<file path="config.mk">
export PLATFORM = sky130hd
export DESIGN_NAME = stby_pwr_ctrl
export DESIGN_NICKNAME = d
export VERILOG_FILES = /design/src/rtl/spc_pkg.sv /design/src/rtl/spc_sleep_meter.sv /design/src/rtl/spc_wake_timer.sv /design/src/rtl/spc_seq_fsm.sv /design/src/rtl/stby_pwr_ctrl.sv
export SDC_FILE = /design/constraint.sdc
export NUM_CORES = 1
export LEC_CHECK = 0
export ABC_AREA = 1
export BUFFER_PORTS_ARGS = -buffer_cell sky130_fd_sc_hd__buf_2
export CORE_MARGIN = 5
export CORE_UTILIZATION = 30
export CTS_CLUSTER_SIZE = 20
export DETAILED_ROUTE_END_ITERATION = 10
export GPL_TIMING_DRIVEN = 0
export MAX_ROUTING_LAYER = met4
export SLEW_MARGIN = 40
export SYNTH_ARGS = -nofsm -noshare
export SYNTH_HDL_FRONTEND = slang
export SYNTH_HIERARCHICAL = 1
export SYNTH_SLANG_ARGS = --single-unit
</file>
<file path="constraint.sdc">
create_clock -name clk -period 5.75 [get_ports clk]
set_clock_uncertainty 0.05 [all_clocks]
set_input_delay 0 -clock clk [delete_from_list [all_inputs] [get_ports clk]]
set_output_delay 0 -clock clk [all_outputs]
set_load 0.005 [all_outputs]
</file>
<file path="src/rtl/spc_pkg.sv">
package spc_pkg;
  typedef enum logic [2:0] {
    ST_IDLE,
    ST_LAUNCH,
    ST_ARM,
    ST_RUN,
    ST_SLEEP,
    ST_WAKE
  } spc_state_e;

  typedef enum logic [1:0] {
    TIER_EXT,
    TIER_SHORT,
    TIER_MID,
    TIER_LONG
  } spc_tier_e;
endpackage

</file>
<file path="src/rtl/spc_sleep_meter.sv">
module spc_sleep_meter
  import spc_pkg::*;
#(
  parameter int unsigned SLEEP_MID  = 4,
  parameter int unsigned SLEEP_LONG = 8,
  parameter int unsigned SW         = 4
) (
  input  logic      clk,
  input  logic      rst_n,
  input  logic      sleeping,
  input  logic      ref_ext,
  output spc_tier_e tier
);
  logic [SW-1:0] cnt_q;
  logic [SW:0]   dur;

  // cnt_q holds completed standby cycles; saturates at SLEEP_LONG
  always_ff @(posedge clk or negedge rst_n) begin
    if (!rst_n)                         cnt_q <= '0;
    else if (!sleeping)                 cnt_q <= '0;
    else if (cnt_q != SW'(SLEEP_LONG))  cnt_q <= cnt_q + 1'b1;
  end

  // duration including the current standby cycle
  assign dur = {1'b0, cnt_q} + 1'b1;

  always_comb begin
    if (ref_ext)                          tier = TIER_EXT;
    else if (dur < (SW+1)'(SLEEP_MID))    tier = TIER_SHORT;
    else if (dur < (SW+1)'(SLEEP_LONG))   tier = TIER_MID;
    else                                  tier = TIER_LONG;
  end
endmodule

</file>
<file path="src/rtl/spc_wake_timer.sv">
module spc_wake_timer
  import spc_pkg::*;
#(
  parameter int unsigned WAKE_EXT   = 2,
  parameter int unsigned WAKE_SHORT = 3,
  parameter int unsigned WAKE_MID   = 5,
  parameter int unsigned WAKE_LONG  = 7,
  parameter int unsigned WW         = 3
) (
  input  logic      clk,
  input  logic      rst_n,
  input  logic      load,
  input  spc_tier_e tier,
  output logic      done
);
  logic [WW-1:0] len;
  logic [WW-1:0] cnt_q;

  always_comb begin
    unique case (tier)
      TIER_EXT:   len = WW'(WAKE_EXT);
      TIER_SHORT: len = WW'(WAKE_SHORT);
      TIER_MID:   len = WW'(WAKE_MID);
      default:    len = WW'(WAKE_LONG);
    endcase
  end

  always_ff @(posedge clk or negedge rst_n) begin
    if (!rst_n)              cnt_q <= '0;
    else if (load)           cnt_q <= len;
    else if (cnt_q != '0)    cnt_q <= cnt_q - 1'b1;
  end

  // high in the last cycle of the wait
  assign done = (cnt_q == WW'(1));
endmodule

</file>
<file path="src/rtl/spc_seq_fsm.sv">
module spc_seq_fsm
  import spc_pkg::*;
(
  input  logic clk,
  input  logic rst_n,
  input  logic conv_req,
  input  logic busy_i,
  input  logic wake_done,
  output logic wake_load,
  output logic sleeping,
  output logic stby_n_o,
  output logic start_o,
  output logic ready_o
);
  spc_state_e state_q, state_d;
  logic       pend_q;
  logic       want;
  logic       take;

  assign want = conv_req | pend_q;
  assign take = ((state_q == ST_IDLE) || (state_q == ST_SLEEP)) && want;

  always_comb begin
    state_d = state_q;
    unique case (state_q)
      ST_IDLE:   if (want)      state_d = ST_LAUNCH;
      ST_LAUNCH:                state_d = ST_ARM;
      ST_ARM:    if (busy_i)    state_d = ST_RUN;
      ST_RUN:    if (!busy_i)   state_d = ST_SLEEP;
      ST_SLEEP:  if (want)      state_d = ST_WAKE;
      ST_WAKE:   if (wake_done) state_d = ST_LAUNCH;
      default:                  state_d = ST_IDLE;
    endcase
  end

  always_ff @(posedge clk or negedge rst_n) begin
    if (!rst_n) begin
      state_q <= ST_IDLE;
      pend_q  <= 1'b0;
    end else begin
      state_q <= state_d;
      if (take)          pend_q <= 1'b0;
      else if (conv_req) pend_q <= 1'b1;
    end
  end

  assign wake_load = (state_q == ST_SLEEP) && want;
  assign sleeping  = (state_q == ST_SLEEP);
  assign stby_n_o  = (state_q != ST_SLEEP);
  assign start_o   = (state_q == ST_LAUNCH);
  assign ready_o   = (state_q == ST_IDLE) || (state_q == ST_SLEEP);
endmodule

</file>
<file path="src/rtl/stby_pwr_ctrl.sv">
module stby_pwr_ctrl
  import spc_pkg::*;
#(
  parameter int unsigned WAKE_EXT   = 125,
  parameter int unsigned WAKE_SHORT = 625,
  parameter int unsigned WAKE_MID   = 125000,
  parameter int unsigned WAKE_LONG  = 1250000,
  parameter int unsigned SLEEP_MID  = 1250000,
  parameter int unsigned SLEEP_LONG = 125000000
) (
  input  logic clk,
  input  logic rst_n,
  input  logic conv_req,
  input  logic busy_i,
  input  logic ref_ext_i,
  output logic stby_n_o,
  output logic start_o,
  output logic ready_o
);
  localparam int unsigned MAX_A  = (WAKE_EXT > WAKE_SHORT) ? WAKE_EXT : WAKE_SHORT;
  localparam int unsigned MAX_B  = (WAKE_MID > WAKE_LONG) ? WAKE_MID : WAKE_LONG;
  localparam int unsigned MAX_W  = (MAX_A > MAX_B) ? MAX_A : MAX_B;
  localparam int unsigned WW     = $clog2(MAX_W + 1);
  localparam int unsigned SW     = $clog2(SLEEP_LONG + 1);

  spc_tier_e tier;
  logic      sleeping;
  logic      wake_load;
  logic      wake_done;

  spc_sleep_meter #(
    .SLEEP_MID (SLEEP_MID),
    .SLEEP_LONG(SLEEP_LONG),
    .SW        (SW)
  ) u_meter (
    .clk     (clk),
    .rst_n   (rst_n),
    .sleeping(sleeping),
    .ref_ext (ref_ext_i),
    .tier    (tier)
  );

  spc_wake_timer #(
    .WAKE_EXT  (WAKE_EXT),
    .WAKE_SHORT(WAKE_SHORT),
    .WAKE_MID  (WAKE_MID),
    .WAKE_LONG (WAKE_LONG),
    .WW        (WW)
  ) u_wake (
    .clk  (clk),
    .rst_n(rst_n),
    .load (wake_load),
    .tier (tier),
    .done (wake_done)
  );

  spc_seq_fsm u_fsm (
    .clk      (clk),
    .rst_n    (rst_n),
    .conv_req (conv_req),
    .busy_i   (busy_i),
    .wake_done(wake_done),
    .wake_load(wake_load),
    .sleeping (sleeping),
    .stby_n_o (stby_n_o),
    .start_o  (start_o),
    .ready_o  (ready_o)
  );
endmodule

</file>
==> metrics.md <==
| Metric | Value |
|---|---|
| Status | `finished with violations` |
| Failing checks | `negative hold slack` |
| Worst path required time | `5.88 ns` |
| Reg2reg end | `u_wake/cnt_q[4]` |
| Global-route wire length before repair | `15950 um` |
| Cells after synthesis | `553` |
| Post-synthesis simple-gate area fraction | `0.4791` |
| Post-route minimum period | `2.833 ns` |
| Post-synth EDFFs | `0` |
| Routed WL | `9224 um` |
| Die Y | `122.0 um` |
| Clock root buffer | `clkbuf_16` |
| # DRC | `0` |
| Initial antenna violation count | `0` |
| Core Box Area | `between 10000 and 15000 um2` |
| Fillers | `1368` |
| RSZ-0062 raised after global routing | `false` |
| Register area share after synthesis | `0.3457` |
| Slew HR | `0.5365` |
| RR Startpoint | `u_meter/cnt_q[1]` |
| Final cell count without fillers | `743` |
| Main combinational cell family by area after synthesis | `simple AND/OR/NAND/NOR gates` |
| Sw frac | `0.4196` |
| FF-to-FF path depth | `18` |
| Largest net degree at the start of global routing | `53` |
| Adder-Cell Fraction of Synth Area | `0.01662` |
| Max-Cap Viols | `0` |
| Die area | `around 15000 um2` |
| Initial core utilization | `0.3019` |
| Routability Congestion | `0.9177` |
| Synthesized flop and latch total | `52` |
| Final setup viols | `0` |
| CTS tree | `built` |
| Die width | `122.0 um` |
| R2R setup slack | `2.92 ns` |
| Complex-gate fraction of the synthesized area | `0.06250` |
| Startpoint types | `flip-flop` |
| Post-Syn Area per Cell | `6.806 um2` |
| Post CTS Setup Buffer Count | `0` |
| 1st-iter DRT viols | `175` |
| Setup CP Type | `reg2reg` |
| Worst-margin pin slew | `roughly 0.70 ns` |
| Gr usage total | `0.1370` |
| GRT overflow | `0` |
| Dpl cells | `roughly 730` |
| Sum Neg Setup Slack | `0 ns` |
| Commonest non-fill, non-tap cells in the layout | `154 x nand2_1, 99 x nor2_1, 55 x inv_1` |
| Post-Syn Nets | `between 500 and 600` |
| Final Cycle Share | `0.4926` |
| Clock Power Share | `0.218` |
| Library cells used by synthesis | `39` |
| Seq pwr share | `0.377` |
| Via density | `4.661` |
| Fmax | `0.3530 GHz` |
| Hold Path End | `u_wake/cnt_q[16]` |
| Pwr per Cell Area | `334.6 nW/um2` |
| Area grow syn2layout | `11.37%` |
| Row count | `41` |
| Leading cell type in the layout, fill and taps excluded | `nand2_1` |
| Final Max Slew Viols | `0` |
| Maximum clock path buffer count | `2` |
| Fin Hold WS | `-0.002011 ns` |
| DP HPWL | `7189 um` |
| Total clock sinks | `52` |
| Endpoint class of the critical path | `flip-flop` |
| Proportion of layout cells with a drive suffix above 1 | `0.1366` |
| Clock Latency Late Sink | `0.30 ns` |
| Reg clk slew, reported paths | `about 0.080 ns` |
| Post-Synth XOR/XNOR Area | `0.02327` |
| N_diodes | `0` |
| Gate power share | `0.405` |
| WP data arrival | `2.97 ns` |
| Worst-path maximum fanout | `6` |
| Port bufs | `7` |
| Asr flop ratio synth | `1.000` |
| Drt pass-1 iters | `5` |
| WL/cell | `roughly 12 um` |
| WHS Path Cells | `4` |
| Hold crit path type | `in2reg` |
| Leak | `1.855 nW` |
| Yosys warnings | `6` |
| I/O pin total | `8` |
| Hold path start | `ref_ext_i` |
| Peak VDD IR | `169.7 uV` |
| Num CTS Buffers | `5` |
| Synth Flop Type | `dfrtp_1` |
| Final hold violation count | `1` |
| Total vias in the final route | `3463` |
| Htree depth | `2` |
| Int Power | `a little over 0.0008 W` |
| Post-synthesis mux area share | `0` |
| Net Switching | `0.0005885 W` |
| Post-route ant nets | `0` |
| Final net count | `580` |
| Mapped cell area | `3764 um2` |
| Number of global-route vias before repair | `3386` |
[worst max-delay path: stages, from the launching register on]
cell     delay (ns)
dfrtp_1        0.40
ha_1           0.24
nand2_1        0.11
nor2_4         0.17
nand2_1        0.10
nor2_1         0.18
nand2_1        0.07
nand2_1        0.12
nand3_2        0.09
nor2_1         0.09
nand3_1        0.07
nor2_1         0.13
nor2_1         0.09
nor2_1         0.15
nand2_1        0.10
inv_1          0.16
nand2_1        0.19
o21ai_0        0.16
nor2_2         0.05
[synthesized netlist by cell type (all sizes together) (3+ instances only)]
library cell,count,area (um2)
ha,5,62.56
xnor2,4,35.03
dfrtp,52,1301
nor2,130,644.4
o21bai,5,37.54
nand4,15,100.1
nand3,49,267.8
inv,60,225.2
nand2,167,674.4
o21ai,13,65.06
a21oi,18,93.84
xor2,6,52.55
nand3b,3,26.27
buf,4,41.29
nor3,7,40.04
and2,4,25.02
[power groups by stage]
stage	Clock, W	Sequential [W]	Combinational, W
CTS	0.000319	0.000528	0.000571
floorplan	0	0.000515	0.000456
global placement	0	0.000532	0.000549
detailed placement	0	0.000534	0.000567
global route	0.000328	0.000542	0.000643
finish	0.000305	0.000529	0.000568
[registers in the layout (all words and copies together), names as in the netlist]
| register | count |
|---|---|
| u_wake/cnt_q | 21 |
| u_fsm/state_q | 3 |
| u_meter/cnt_q | 27 |
| u_fsm/pend_q | 1 |
[metal layers]
layer / vias up / track usage / wire length (um)
li1: 1798 / - / -
met1: 1602 / 0.1739 / 4445
met2: 53 / 0.2303 / 4407
met3: 10 / 0.01300 / 233
met4: 0 / 0.04482 / 137
met5: - / - / 0
[final cells by class]
cell class	count	area, um2	area share
clock inverter	2	16.27	0.003881
timing repair buffer	10	67.56	0.01612
clock buffer	6	128.9	0.03075
multi-input combinational	435	2188	0.5221
inverter	60	225.2	0.05373
sequential	52	1301	0.3104
tap	172	215.2	0.05134
buffer	6	48.80	0.01164
[repair_timing]
| item | CTS | global route |
|---|---|---|
| hold buffers | 3 | 0 |
| endpoints found under the hold margin | 54 | 0 |
| resized for setup | 0 | 0 |
[stage by stage]
| step | util | hold WS [ns] | cell area [um2] | power, W | setup slack [ns] |
|---|---|---|---|---|---|
| after floorplan | - | -0.3456 | 3764 | 0.0009709 | 3.509 |
| after global placement | 0.3220 | 0.2260 | 4014 | 0.001081 | 2.950 |
| after detailed placement | 0.3222 | 0.04759 | 4016 | 0.001101 | 2.950 |
| after CTS | 0.3362 | 0.0001456 | 4192 | 0.001417 | 2.934 |
| after global routing | 0.3362 | 0.02709 | 4192 | 0.001513 | 2.678 |
| final | 0.3362 | -0.002011 | 4192 | 0.001403 | 2.917 |
[kinds of logic (layout without fill, tap and decap cells)]
family	count (synthesis)	in the layout
buffers and inverters	66	84
DFF	52	52
xor gates and xnor gates	10	10
and+or+nand+nor	379	379
AOI/OAI and AO/OA	41	41
adders and majority gates	5	5
[worst max-delay path by stage]
stage | start | cells past startpoint | slack [ns] | to
final | u_meter/cnt_q[1] | 18 | 2.92 | u_wake/cnt_q[4]
after global routing | u_meter/cnt_q[1] | 18 | 2.68 | u_wake/cnt_q[4]
after global placement | u_meter/cnt_q[1] | 18 | 2.95 | u_wake/cnt_q[4]
after detailed placement | u_meter/cnt_q[1] | 18 | 2.95 | u_wake/cnt_q[4]
after CTS | u_meter/cnt_q[1] | 18 | 2.93 | u_wake/cnt_q[4]
after floorplan | u_meter/cnt_q[1] | 19 | 3.51 | u_wake/cnt_q[2]
(Power assumes the default switching activity.)
